`src/rtl/sdf_pkg.sv`:
```
package sdf_pkg;

    // Lane selector used to index the packed real/imaginary pairs.
    typedef enum int {
        LANE_RE = 0,
        LANE_IM = 1
    } sdf_lane_e;

    localparam int SDF_LANES = 2;

    // Cycles from a block's first input to its first output with an
    // uninterrupted valid strobe: half a block of fill plus the output register.
    function automatic int sdf_stage_delay(input int v);
        return v / 2 + 1;
    endfunction

endpackage

```
`src/rtl/sdf_seq_ctrl.sv`:
```
module sdf_seq_ctrl #(
    parameter int V = 8
) (
    input  logic                   clk,
    input  logic                   rst_n,
    input  logic                   in_valid,
    output logic                   phase_hi,
    output logic [$clog2(V)-2:0]   rd_addr,
    output logic                   diff_ready
);
    localparam int CW = $clog2(V);
    localparam logic [CW-1:0] LAST = CW'(V - 1);

    typedef struct packed {
        logic [CW-1:0] cnt;
        logic          ready;
    } ctrl_t;

    ctrl_t s_d, s_q;

    always_comb begin
        s_d = s_q;
        if (in_valid) begin
            s_d.cnt = s_q.cnt + 1'b1;
            if (s_q.cnt == LAST) begin
                s_d.ready = 1'b1;
            end
        end
    end

    always_ff @(posedge clk or negedge rst_n) begin
        if (!rst_n) begin
            s_q <= '0;
        end else begin
            s_q <= s_d;
        end
    end

    assign phase_hi   = s_q.cnt[CW-1];
    assign rd_addr    = s_q.cnt[CW-2:0];
    assign diff_ready = s_q.ready;

    // position advances by exactly one per accepted sample
    p_cnt_step_r8: assert property (@(posedge clk) disable iff (!rst_n)
        in_valid |=> (s_q.cnt == CW'($past(s_q.cnt) + 1'b1)));

    // idle cycles leave the position untouched
    p_cnt_hold_r8: assert property (@(posedge clk) disable iff (!rst_n)
        !in_valid |=> $stable(s_q.cnt));

    // once differences exist they keep being produced
    p_ready_sticky_r3: assert property (@(posedge clk) disable iff (!rst_n)
        s_q.ready |=> s_q.ready);

endmodule

```
`src/rtl/sdf_delay_ram.sv`:
```
module sdf_delay_ram #(
    parameter int DEPTH = 4,
    parameter int W     = 9,
    parameter int AW    = 2
) (
    input  logic         clk,
    input  logic         wr_en,
    input  logic [AW-1:0] addr,
    input  logic [W-1:0] wr_re,
    input  logic [W-1:0] wr_im,
    output logic [W-1:0] rd_re,
    output logic [W-1:0] rd_im
);
    // Circular store: the same slot is read and rewritten each accepted
    // sample, so every entry ages exactly DEPTH accepted samples.
    logic [2*W-1:0] mem_q [DEPTH];

    always_ff @(posedge clk) begin
        if (wr_en) begin
            mem_q[addr] <= {wr_im, wr_re};
        end
    end

    assign rd_re = mem_q[addr][W-1:0];
    assign rd_im = mem_q[addr][2*W-1:W];

endmodule

```
`src/rtl/sdf_scale_sat.sv`:
```
module sdf_scale_sat #(
    parameter int WS    = 9,
    parameter int W_OUT = 8,
    parameter int TRUNC = 1
) (
    input  logic             clk,
    input  logic             rst_n,
    input  logic [WS-1:0]    x_in,
    output logic [W_OUT-1:0] y_out
);
    localparam logic signed [WS-1:0] MAXV = WS'((64'sd1 <<< (W_OUT - 1)) - 1);
    localparam logic signed [WS-1:0] MINV = WS'(-(64'sd1 <<< (W_OUT - 1)));

    logic signed [WS-1:0] sh;

    always_comb begin
        sh = $signed(x_in) >>> TRUNC;
        if (sh > MAXV) begin
            y_out = MAXV[W_OUT-1:0];
        end else if (sh < MINV) begin
            y_out = MINV[W_OUT-1:0];
        end else begin
            y_out = sh[W_OUT-1:0];
        end
    end

    // clamping never flips the sign of a result
    p_sign_neg_r6: assert property (@(posedge clk) disable iff (!rst_n)
        ($signed(x_in) < 0) |-> y_out[W_OUT-1]);

    p_sign_pos_r6: assert property (@(posedge clk) disable iff (!rst_n)
        ($signed(x_in) >= 0) |-> !y_out[W_OUT-1]);

endmodule

```
`src/rtl/sdf_bfly_r2.sv`:
```
module sdf_bfly_r2 #(
    parameter int V     = 8,
    parameter int W_IN  = 8,
    parameter int W_OUT = 8,
    parameter int TRUNC = 1
) (
    input  logic             clk,
    input  logic             rst_n,
    input  logic             in_valid,
    input  logic [W_IN-1:0]  in_re,
    input  logic [W_IN-1:0]  in_im,
    output logic             out_valid,
    output logic [W_OUT-1:0] out_re,
    output logic [W_OUT-1:0] out_im
);
    import sdf_pkg::*;

    localparam int H  = V / 2;
    localparam int CW = $clog2(V);
    localparam int AW = CW - 1;
    localparam int WS = W_IN + 1;

    logic          phase_hi;
    logic          diff_ready;
    logic [AW-1:0] rd_addr;

    logic [SDF_LANES-1:0][W_IN-1:0]  lane_in;
    logic [SDF_LANES-1:0][WS-1:0]    lane_head;
    logic [SDF_LANES-1:0][WS-1:0]    lane_wr;
    logic [SDF_LANES-1:0][W_OUT-1:0] lane_y;

    assign lane_in[LANE_RE] = in_re;
    assign lane_in[LANE_IM] = in_im;

    sdf_seq_ctrl #(.V(V)) u_ctrl (
        .clk        (clk),
        .rst_n      (rst_n),
        .in_valid   (in_valid),
        .phase_hi   (phase_hi),
        .rd_addr    (rd_addr),
        .diff_ready (diff_ready)
    );

    sdf_delay_ram #(.DEPTH(H), .W(WS), .AW(AW)) u_store (
        .clk   (clk),
        .wr_en (in_valid),
        .addr  (rd_addr),
        .wr_re (lane_wr[LANE_RE]),
        .wr_im (lane_wr[LANE_IM]),
        .rd_re (lane_head[LANE_RE]),
        .rd_im (lane_head[LANE_IM])
    );

    for (genvar g = 0; g < SDF_LANES; g++) begin : g_lane
        logic signed [WS-1:0] ext;
        logic signed [WS-1:0] head;
        logic signed [WS-1:0] res;
        logic signed [WS-1:0] wr;

        always_comb begin
            ext  = $signed({lane_in[g][W_IN-1], lane_in[g]});
            head = $signed(lane_head[g]);
            if (phase_hi) begin
                res = head + ext;
                wr  = head - ext;
            end else begin
                res = head;
                wr  = ext;
            end
        end

        assign lane_wr[g] = wr;

        sdf_scale_sat #(.WS(WS), .W_OUT(W_OUT), .TRUNC(TRUNC)) u_scale (
            .clk   (clk),
            .rst_n (rst_n),
            .x_in  (res),
            .y_out (lane_y[g])
        );
    end

    typedef struct packed {
        logic             vld;
        logic [W_OUT-1:0] re;
        logic [W_OUT-1:0] im;
    } out_t;

    out_t o_d, o_q;

    always_comb begin
        o_d     = o_q;
        o_d.vld = in_valid && (phase_hi || diff_ready);
        if (o_d.vld) begin
            o_d.re = lane_y[LANE_RE];
            o_d.im = lane_y[LANE_IM];
        end
    end

    always_ff @(posedge clk or negedge rst_n) begin
        if (!rst_n) begin
            o_q <= '0;
        end else begin
            o_q <= o_d;
        end
    end

    assign out_valid = o_q.vld;
    assign out_re    = o_q.re;
    assign out_im    = o_q.im;

    // every valid output comes from a sample accepted one cycle earlier
    p_valid_src_r7: assert property (@(posedge clk) disable iff (!rst_n)
        out_valid |-> $past(in_valid));

    // an idle input cycle yields a quiet output cycle with held data
    p_idle_quiet_r8: assert property (@(posedge clk) disable iff (!rst_n)
        !in_valid |=> (!out_valid && $stable(out_re) && $stable(out_im)));

    // nothing emerges while the very first half-block is being stored
    p_fill_quiet_r9: assert property (@(posedge clk) disable iff (!rst_n)
        (in_valid && !phase_hi && !diff_ready) |=> !out_valid);

    // every accepted sample of a second half produces a sum
    p_sum_emit_r2: assert property (@(posedge clk) disable iff (!rst_n)
        (in_valid && phase_hi) |=> out_valid);

endmodule

```
`config.mk`:
```
export PLATFORM = sky130hd
export DESIGN_NAME = sdf_bfly_r2
export DESIGN_NICKNAME = d
export VERILOG_FILES = /design/src/rtl/sdf_pkg.sv /design/src/rtl/sdf_seq_ctrl.sv /design/src/rtl/sdf_delay_ram.sv /design/src/rtl/sdf_scale_sat.sv /design/src/rtl/sdf_bfly_r2.sv
export SDC_FILE = /design/constraint.sdc
export NUM_CORES = 1
export LEC_CHECK = 0
export BUFFER_PORTS_ARGS = -buffer_cell sky130_fd_sc_hd__buf_2
export CAP_MARGIN = 10
export CORE_MARGIN = 10
export CORE_UTILIZATION = 30
export DETAILED_ROUTE_END_ITERATION = 10
export GPL_ROUTABILITY_DRIVEN = 0
export PLACE_DENSITY_LB_ADDON = 0.25
export REMOVE_ABC_BUFFERS = 1
export SLEW_MARGIN = 10
export SYNTH_ARGS = -nofsm -noshare
export SYNTH_HDL_FRONTEND = slang
export SYNTH_HIERARCHICAL = 1
export SYNTH_SLANG_ARGS = --single-unit
```
`constraint.sdc`:
```
create_clock -name clk -period 9.6 [get_ports clk]
set_input_delay 0.48 -clock clk [delete_from_list [all_inputs] [get_ports clk]]
set_output_delay 0.48 -clock clk [all_outputs]
set_load 0.02 [all_outputs]
```
# Word level (Yosys, flattened, before mapping)
# Memories as Yosys holds them, arrays and structs flattened.
# Index checks and enable logic that the tools add are counted.
# word_totals
ff_bits,21
ramBits,72
out_inout_bits,17
wordCells,29
mem_count,1
# classes
n_addsub,5
magnitude_cmp,4
eq_ne,1
n_mux,10
n_reduce_logical,3
# memory_table
name,depth,width,read_ports,rd_clocked_by_memory_dff,write_ports,line,text
u_store.mem_q,4,18,1,0,1,sdf_delay_ram.sv:16,logic [2*W-1:0] mem_q [DEPTH];
# op_table
op,count
9-bit 2-to-1 mux,4
8-bit 2-to-1 mux,4
9-bit by 8-bit adder with 9-bit output,2
9-bit by 8-bit subtractor with 9-bit output,2
"8-bit greater-than comparator, second input constant",2
"8-bit less-than comparator, second input constant",2
"3-bit by 1-bit adder with 3-bit output, second input constant",1
"3-bit equality test, second input constant",1
1-bit 2-to-1 mux,2
2-bit AND reduction,1
1-bit logical AND,1
1-bit logical OR,1

# Depth between registers and ports, before layout
# Gate-level depths: netlist of the first run.
# An unclocked memory read counts as a cell.
# logic_depth
ltp_word,6
mapped_depth,12
depth_no_buf,10

# By module
# The synthesis of the first run kept the hierarchy.
# by_module_without_submodules
module,n_inst,cells_per_inst,area_each_um2
sdf_bfly_r2,1,344,2690.1
sdf_delay_ram,1,98,2637.5
sdf_seq_ctrl,1,10,165.2
sdf_scale_sat,2,8,30.0

# Least setup slack after synthesis of the first run
# Ideal clock, no wire load.
# synth_timing
kind,reg-to-reg
start,"register u_ctrl.s_q, in the netlist u_ctrl/rd_addr[0]"
end,"register o_q, in the netlist out_re[7]"
arrival_time_ns,2.993
slack_ns,6.542
path_stages_with_launch,12
cell_sequence,dfrtp_1 buf_6 mux4_2 ha_1 buf_6 or3b_4 a31o_1 and3_1 or3_1 o41ai_2 clkbuf_1 mux2_2
# synth_lines
element,line,text
from (decl),sdf_seq_ctrl.sv:19,"ctrl_t s_d, s_q;"
from (signal assigned),sdf_seq_ctrl.sv:33,s_q <= '0;
from (signal assigned),sdf_seq_ctrl.sv:35,s_q <= s_d;
to (signal assigned),sdf_bfly_r2.sv:101,o_q <= '0;
to (signal assigned),sdf_bfly_r2.sv:103,o_q <= o_d;
to (decl),sdf_bfly_r2.sv:88,"out_t o_d, o_q;"

# Worst setup path in the final report of the first run
# layout_timing
start,"register u_ctrl.s_q, in the netlist u_ctrl/rd_addr[0]"
end,memory u_store/mem_q[0][8] in the netlist's numbering (data pin)
# layout_via
elab_chain_len,3
# layout_rtl
element,line,text
memory read 4 x 18 bit,-,
net g_lane[0].head[1],sdf_bfly_r2.sv:56,logic signed [WS-1:0] head;
9-bit by 8-bit subtractor with 9-bit output,sdf_bfly_r2.sv:65,wr = head - ext;
9-bit 2-to-1 mux,sdf_bfly_r2.sv:63,if (phase_hi) begin
net g_lane[0].wr[8],sdf_bfly_r2.sv:58,logic signed [WS-1:0] wr;
to (decl),sdf_delay_ram.sv:16,
# The timed path passes the listed nets, and every way through them passes these cells.

==> results.cfg, run 1 <==
[run_status]
status = complete, no violations

[routing]
vias = 3631
drt_first_iter_violations = 252
vias_per_cell = 5.12
wire_per_inst_um = 17.5
dr.pass1.iters = 5
drtAntennaViolNets = 0
drc = 0
drt_wl_total_mm = 12.4

[job]
cap_viol_max_count = 0

[global_routing]
top_usage_layer = met2
met3_usage = 0.0306
grt_pass1_vias = 3647
use_met1 = 0.136
grt_max_degree = 64
use_met2 = 0.169
antenna_found_initial = 0
grt_pass1_wl_mm = 20.0
grt_usage = 0.104
gr-total-overflow = 0

[worst_setup_path]
cp.required_ns = 9.65
reg2regPathDepth = 8
cp_cell_sequence = buf_4 > mux4_2 > fa_1 > a211oi_1 > o21ai_1 > a2111oi_0 > nand4b_1 > nand3_1
end_kind = register
crit_family = compound AO/OA/AOI/OAI gates
cp_max_fo = 13
r2r_start = u_ctrl/rd_addr[0]
critPathKind = register to register
cp-start-kind = register
cpPeakStageDelay_ns = 0.66
crit_buf_inv = 1
regToRegSetupSlack_ns = 5.90
critical_path.slowest_cell = dfrtp_1
cp.arrival_ns = 3.75
r2r_end = u_store/mem_q[0][8]

[clock_tree]
htree_levels = 3
clock_sinks = 93
post_cts_buffers = 0
cts_inserted_buffers = 9
cts_hold_buf = 0
clock_path_buffers = 2
ctsResizeCount = 0
cts_tree = built
insertion_delay_ns = 0.34
clkTransAtPathRegs_ns = 0.06
clock-root-buffer = clkbuf_16

[sta]
hold_violations = 0
fin_setup_tns_ns = 0
setup_viol = 0
finClkSkew_ns = 0.00933
post-route-min-period_ns = 3.70
rsz0062_at_grt = no
layout_setup_ws_ns = 5.90
slew_violations = 0
slew-limit-headroom = 0.289
worst_slew_pin_slew_ns = 1.07
min_period_over_period = 0.385
fmax_ghz = 0.270

[floorplan]
die_h_um = 156
dieArea_mm2 = 0.0243
initial_core_util = 0.306
core_area_mm2 = 0.0181
die_w_um = 156
rows = 49
ios = 36

[final_layout]
drive_above_1_share = 0.198
layout_commonest_cell = edfxtp_1
area_growth_pct = 10.1
insertedDiodeCount = 0
nNetsFinal = 532
final_cell_mix = edfxtp_1 (72), inv_1 (37), buf_2 (35)

[logic_synthesis]
syn_area_per_cell_um2 = 11.9
yosysWarnings = 6
syn_area_mm2 = 0.00554
postSynthCellCount = 465

[place]
place_ws_ns = 5.83
port_buffers = 35
hpwl_mm = 8.80

[power_and_ir_drop]
p_leak_nw = 2.32
power_density_mw_per_mm2 = 395
irDropWorstVdd_uv = 110

[worst_hold_path]
hold_path_class = input pin to async pin
routing by layer:
layer	routed length (µm)	up-vias	share of wire
li1	-	1746	-
met2	6010	90	0.49
met1	5760	1787	0.47
met3	560	8	0.045
met5	0	-	0
met4	44	0	0.0036
power breakdown:
part           internal, mW  switching, mW  leakage (nW)
combinational         0.562          0.801          1.29
sequential            0.670         0.0627         0.903
clock                 0.174          0.141         0.123
layout make-up:
type	instances	area, µm²
clock buffers	13	240
repair buffers	39	205
fillers	1754	12000
well taps	229	287
flip-flops and latches	93	2690
inverters	37	139
multi-input cells	295	2530
clock inverters	3	12.5
how the worst max path moves through the flow:
stage                            startpoint                   end  slack (ns)  cells past startpoint
after global placement    u_ctrl/rd_addr[1]  u_store/mem_q[0][17]        5.93                     10
final                     u_ctrl/rd_addr[0]   u_store/mem_q[0][8]        5.90                      8
after CTS                 u_ctrl/rd_addr[1]   u_store/mem_q[0][8]        5.84                     10
after detailed placement  u_ctrl/rd_addr[1]   u_store/mem_q[0][8]        5.83                     10
after floorplan           u_ctrl/rd_addr[0]   u_store/mem_q[0][8]        6.01                     10
after global routing      u_ctrl/rd_addr[1]   u_store/mem_q[1][8]        5.52                     10
through the flow:
stage | std cells | hold slack, ns | power [mW] | instance area, µm² | util
after CTS | 709 | 0.175 | 2.44 | 6100 | 0.337
after detailed placement | 693 | 0.485 | 2.11 | 5850 | 0.323
after floorplan | 425 | 0.184 | 1.75 | 5350 | -
after global placement | 693 | 0.464 | 2.09 | 5850 | 0.323
after global routing | 709 | 0.193 | 2.62 | 6100 | 0.337
final | 709 | 0.145 | 2.41 | 6100 | 0.337
state kept, by name (all words and copies together) (netlist names):
signal             cells
out_im                 8
u_ctrl/diff_ready      1
u_ctrl/rd_addr         2
out_valid              1
out_re                 8
u_ctrl/phase_hi        1
u_store/mem_q         72
(Power assumes the default switching activity.)
==> run 2, diff against run 1 <==
--- a/config.mk
+++ b/config.mk
@@ -5,6 +5,7 @@
 export SDC_FILE = /design/constraint.sdc
 export NUM_CORES = 1
 export LEC_CHECK = 0
+export ABC_AREA = 1
 export BUFFER_PORTS_ARGS = -buffer_cell sky130_fd_sc_hd__buf_2
 export CAP_MARGIN = 10
 export CORE_MARGIN = 10
==> constraint.sdc (replaced) <==
create_clock -name clk -period 3 [get_ports clk]
set_input_delay 0.15 -clock clk [delete_from_list [all_inputs] [get_ports clk]]
set_output_delay 0.15 -clock clk [all_outputs]
set_load 0.02 [all_outputs]
==> run 2 against run 1 <==
Total power increased to 2.5 times the previous value. Non-clock buffer count increased by 11. Via count increased by 22%. Synthesized area increased by 4.5%. First-iteration DRC count decreased by 27%. Critical path depth increased by 7. Clock power increased to 3.4 times the previous value. Global-route usage increased by 0.64 points. Setup slack got worse by 5.6 ns.
==> results.cfg, run 2 <==
[sta]
fmax_ghz = 0.375
slew-limit-headroom = 0.608
hold_violations = 0
worst_slew_pin_slew_ns = 0.586
slew_violations = 0
finClkSkew_ns = 0.00672
post-route-min-period_ns = 2.67
setup_viol = 0
rsz0062_at_grt = no
min_period_over_period = 0.889
whs_ns = 0.108

[final_layout]
insertedDiodeCount = 0
drive_above_1_share = 0.124
layout_commonest_cell = nand2_1
largest_register_ffs = 72
final_cell_mix = nand2_1 (362), edfxtp_1 (72), inv_1 (63)
area_growth_pct = 12.3
nNetsFinal = 817
largest_register = u_store/mem_q

[global_routing]
antenna_found_initial = 0
grt_max_degree = 42
grt_usage = 0.110
met3_usage = 0.0289
top_usage_layer = met2
gr-total-overflow = 0
use_met2 = 0.192
use_met1 = 0.134
grt_pass1_wl_mm = 22.6
grt_pass1_vias = 4421

[floorplan]
die_w_um = 159
rows = 50
die_h_um = 159
dieArea_mm2 = 0.0253
ios = 36
core_area_mm2 = 0.0188
initial_core_util = 0.308

[routing]
vias = 4436
dr.pass1.iters = 4
vias_per_cell = 4.33
drc = 0
drt_wl_total_mm = 13.6
drt_first_iter_violations = 183
wire_per_inst_um = 13.3
drtAntennaViolNets = 0

[clock_tree]
insertion_delay_ns = 0.34
cts_tree = built
htree_levels = 3
ctsResizeCount = 0
clock_sinks = 93
cts_inserted_buffers = 9
post_cts_buffers = 0
clock-root-buffer = clkbuf_16
clkTransAtPathRegs_ns = 0.06
clock_path_buffers = 2

[place]
hpwl_mm = 9.97
port_buffers = 35

[power_and_ir_drop]
power.total_mw = 6.08
power_density_mw_per_mm2 = 935
irDropWorstVdd_uv = 347
p_leak_nw = 3.23

[worst_setup_path]
cp_max_fo = 41
end_kind = register
r2r_start = u_ctrl/rd_addr[0]
regToRegSetupSlack_ns = 0.33
reg2regPathDepth = 15
cp.arrival_ns = 2.72
critPathKind = register to register
cp.required_ns = 3.05
cp-start-kind = register
r2r_end = u_store/mem_q[3][6]

[logic_synthesis]
postSynthCellCount = 738
syn_area_mm2 = 0.00579
syn_area_per_cell_um2 = 7.85
yosysWarnings = 6

[worst_hold_path]
hold_path.startpoint = in_valid
hold_depth = 3
hold_end = u_ctrl/rd_addr[1]
hold_path_class = input pin to register

[run_status]
status = complete, no violations

[job]
cap_viol_max_count = 0
## run 2: final cells by class
class | count | area, µm²
Timing Repair Buffer | 50 | 303
Sequential cell | 93 | 2690
Multi-Input combinational cell | 528 | 2610
Inverter | 78 | 293
Fill cell | 2002 | 12300
Clock buffer | 14 | 264
Clock inverter | 2 | 17.5
Tap cell | 260 | 325
## run 2: repair_timing
| item | CTS | global route |
|---|---|---|
| endpoints found under the hold margin | 21 | 0 |
| hold buffers | 1 | 0 |
| setup endpoints to repair | 0 | 0 |
## run 2: routing by layer
metal / wire length (µm) / up-vias
li1: - / 2348
met2: 6580 / 78
met5: 0 / -
met3: 540 / 7
met1: 6440 / 2003
met4: 75 / 0
## run 2: report_power, final
group	internal (mW)	switching [mW]
clock	0.611	0.469
sequential	1.86	0.0989
combinational	0.995	2.05
## run 2: critical path, cell delays in order, from the launching register on
cell and delay [ns]:
dfrtp_1 0.38, buf_4 0.28, nand2_1 0.12, nand2_1 0.06, nand2_1 0.05, nand2_1 0.08
inv_1 0.06, ha_1 0.16, inv_1 0.06, fa_1 0.38, nand2_1 0.10, nand3_1 0.16
nand3_1 0.14, nand3_1 0.08, nand3_1 0.08, o21ai_0 0.15
## run 2: how the worst max path moves through the flow
stage / cells past startpoint / startpoint / slack, ns / end
after floorplan: 15 / u_ctrl/rd_addr[0] / -0.10 / u_store/mem_q[0][6]
after global placement: 13 / u_ctrl/rd_addr[0] / 0.36 / u_store/mem_q[3][16]
after detailed placement: 13 / u_ctrl/rd_addr[0] / 0.35 / u_store/mem_q[1][16]
after CTS: 13 / u_ctrl/rd_addr[0] / 0.32 / u_store/mem_q[2][16]
after global routing: 13 / u_ctrl/rd_addr[0] / 0.04 / u_store/mem_q[3][17]
final: 15 / u_ctrl/rd_addr[0] / 0.33 / u_store/mem_q[3][6]
## run 2: stage by stage
step | instance area, µm² | std cells | util | setup TNS [ns] | setup WS (ns)
after floorplan | 5580 | 699 | - | -0.627 | -0.104
after global placement | 6210 | 1008 | 0.330 | 0 | 0.365
after detailed placement | 6210 | 1008 | 0.330 | 0 | 0.347
after CTS | 6500 | 1025 | 0.345 | 0 | 0.321
after global routing | 6500 | 1025 | 0.345 | 0 | 0.0428
final | 6500 | 1025 | 0.345 | 0 | 0.332
==> run 3, diff against run 2 <==
--- a/config.mk
+++ b/config.mk
@@ -13,6 +13,7 @@
 export DETAILED_ROUTE_END_ITERATION = 10
 export GPL_ROUTABILITY_DRIVEN = 0
 export PLACE_DENSITY_LB_ADDON = 0.25
+export RECOVER_POWER = 50
 export REMOVE_ABC_BUFFERS = 1
 export SLEW_MARGIN = 10
 export SYNTH_ARGS = -nofsm -noshare
==> run 3 against run 2 <==
First-iteration DRC count is 2.7% lower. Worst hold slack hardly changed. Clock skew is 0.0012 ns lower. Final cell count stayed put. Critical path depth stayed put. Core utilization is 0.29 points lower. Register-to-register slack better by 0.02 ns. Fmax is 0.71% higher. Setup slack better by 0.019 ns. Total power is 0.70% lower. Cell area is 0.85% lower. Critical endpoint unchanged.
==> results.cfg, run 3 (same netlist as run 2, synthesis figures left out) <==
[global_routing]
grt_pass1_vias = 4421
grt_max_degree = 42
antenna_found_initial = 0
grt_pass1_wl_mm = 22.6
gr-total-overflow = 0
grt_usage = 0.110

[sta]
hold_violations = 0
slew_violations = 0
min_period_over_period = 0.883
worst_slew_pin_slew_ns = 1.40
setup_viol = 0
slew-limit-headroom = 0.0686
whs_ns = 0.108
fmax_ghz = 0.377
rsz0062_at_grt = no
finClkSkew_ns = 0.00557
post-route-min-period_ns = 2.65

[clock_tree]
clock_path_buffers = 2
ctsResizeCount = 0
cts_inserted_buffers = 9
clock_sinks = 93
cts_tree = built
clock-root-buffer = clkbuf_16
htree_levels = 3
insertion_delay_ns = 0.34
cts_hold_buf = 1
clkTransAtPathRegs_ns = 0.06
post_cts_buffers = 0

[worst_setup_path]
cp-start-kind = register
cp.arrival_ns = 2.70
crit_buf_inv = 3
cp_cell_sequence = buf_4 > nand2_1 > nand2_1 > nand2_1 > nand2_1 > inv_1 > ha_1 > inv_1 > fa_1 > nand2_1 > nand3_1 > nand3_1 > nand3_1 > nand3_1 > o21ai_0
crit_family = simple AND/OR/NAND/NOR gates
critical_path.slowest_cell = dfrtp_1
r2r_start = u_ctrl/rd_addr[0]
end_kind = register
cpMostUsedCell = nand2_1
critPathKind = register to register
cp_max_fo = 41
cp-startpoint = u_ctrl/rd_addr[0]
cpPeakStageDelay_ns = 0.38
cp.required_ns = 3.05

[place]
port_buffers = 35
hpwl_mm = 9.97
dp_cells = 1008

[routing]
drtAntennaViolNets = 0
drt_first_iter_violations = 178
dr.pass1.iters = 5
wire_per_inst_um = 13.3
drc = 0
drt_wl_total_mm = 13.7
vias_per_cell = 4.32
vias = 4423

[run_status]
status = complete, no violations

[floorplan]
rows = 50
initial_core_util = 0.308
core_area_mm2 = 0.0188
ios = 36
die_w_um = 159
dieArea_mm2 = 0.0253
die_h_um = 159

[power_and_ir_drop]
irDropWorstVdd_uv = 343
power_density_mw_per_mm2 = 936
power.total_mw = 6.04
p_leak_nw = 3.16

[job]
cap_viol_max_count = 0

[worst_hold_path]
hold_path_class = input pin to register
hold_path.startpoint = in_valid

[final_layout]
largest_register_ffs = 72
insertedDiodeCount = 0
final_cell_count_no_fill = 1025
layout_commonest_cell = nand2_1
nFillCells = 2017
final_cell_mix = nand2_1 (362), edfxtp_1 (72), inv_1 (64)
largest_register = u_store/mem_q
nNetsFinal = 817
area_growth_pct = 11.3
drive_above_1_share = 0.0915
==> run 3: cell count changes in the layout (fill, tap and decap cells not counted), sizes merged <==
cell    delta
clkbuf    +22
buf       -22
==> run 3: layer usage <==
metal	up-vias	global-route usage	wire length [µm]
li1	2349	-	-
met5	-	0	0
met1	1994	0.134	6510
met3	7	0.0289	504
met2	73	0.192	6570
met4	0	0.0244	75
==> run 3: path summary, 6_finish.rpt <==
| path | cells past startpoint | end | slack [ns] |
|---|---|---|---|
| max reg2reg | 15 | u_store/mem_q[3][6] | 0.35 |
| min reg2reg | 2 | out_re[1] | 0.47 |
| min | 3 | u_ctrl/rd_addr[1] | 0.11 |
| max in group asynchronous | 2 | out_re[0] | 1.52 |
| max | 15 | u_store/mem_q[3][6] | 0.35 |
| min in group asynchronous | 2 | out_im[5] | 0.65 |
==> run 3: where the power goes <==
part / switching [mW] / total (mW) / internal [mW]
clock network: 0.469 / 1.08 / 0.611
registers: 0.102 / 1.96 / 1.86
logic: 2.04 / 2.99 / 0.955
==> run 3: worst register-to-register path: stages (launching register included) <==
cell and delay (ns):
dfrtp_1 0.38, buf_4 0.28, nand2_1 0.14, nand2_1 0.06, nand2_1 0.05, nand2_1 0.08
inv_1 0.06, ha_1 0.16, inv_1 0.06, fa_1 0.39, nand2_1 0.10, nand3_1 0.16
nand3_1 0.13, nand3_1 0.08, nand3_1 0.08, o21ai_0 0.15
==> run 3: through the flow <==
step,setup TNS (ns),utilization,area [µm²],setup WS (ns)
global route,0,0.342,6450,0.0428
global placement,0,0.330,6210,0.365
floorplan,-0.627,-,5580,-0.104
detailed placement,0,0.330,6210,0.347
finish,0,0.342,6450,0.351
CTS,0,0.345,6500,0.321
==> run 3: area by class of cell <==
class | instances | area (µm²) | area share
well taps | 260 | 325 | 0.0505
multi-input cells | 528 | 2590 | 0.402
inverters | 78 | 293 | 0.0454
clock inverters | 2 | 17.5 | 0.00272
clock buffers | 14 | 264 | 0.0410
repair buffers | 50 | 268 | 0.0415
flip-flops and latches | 93 | 2690 | 0.417
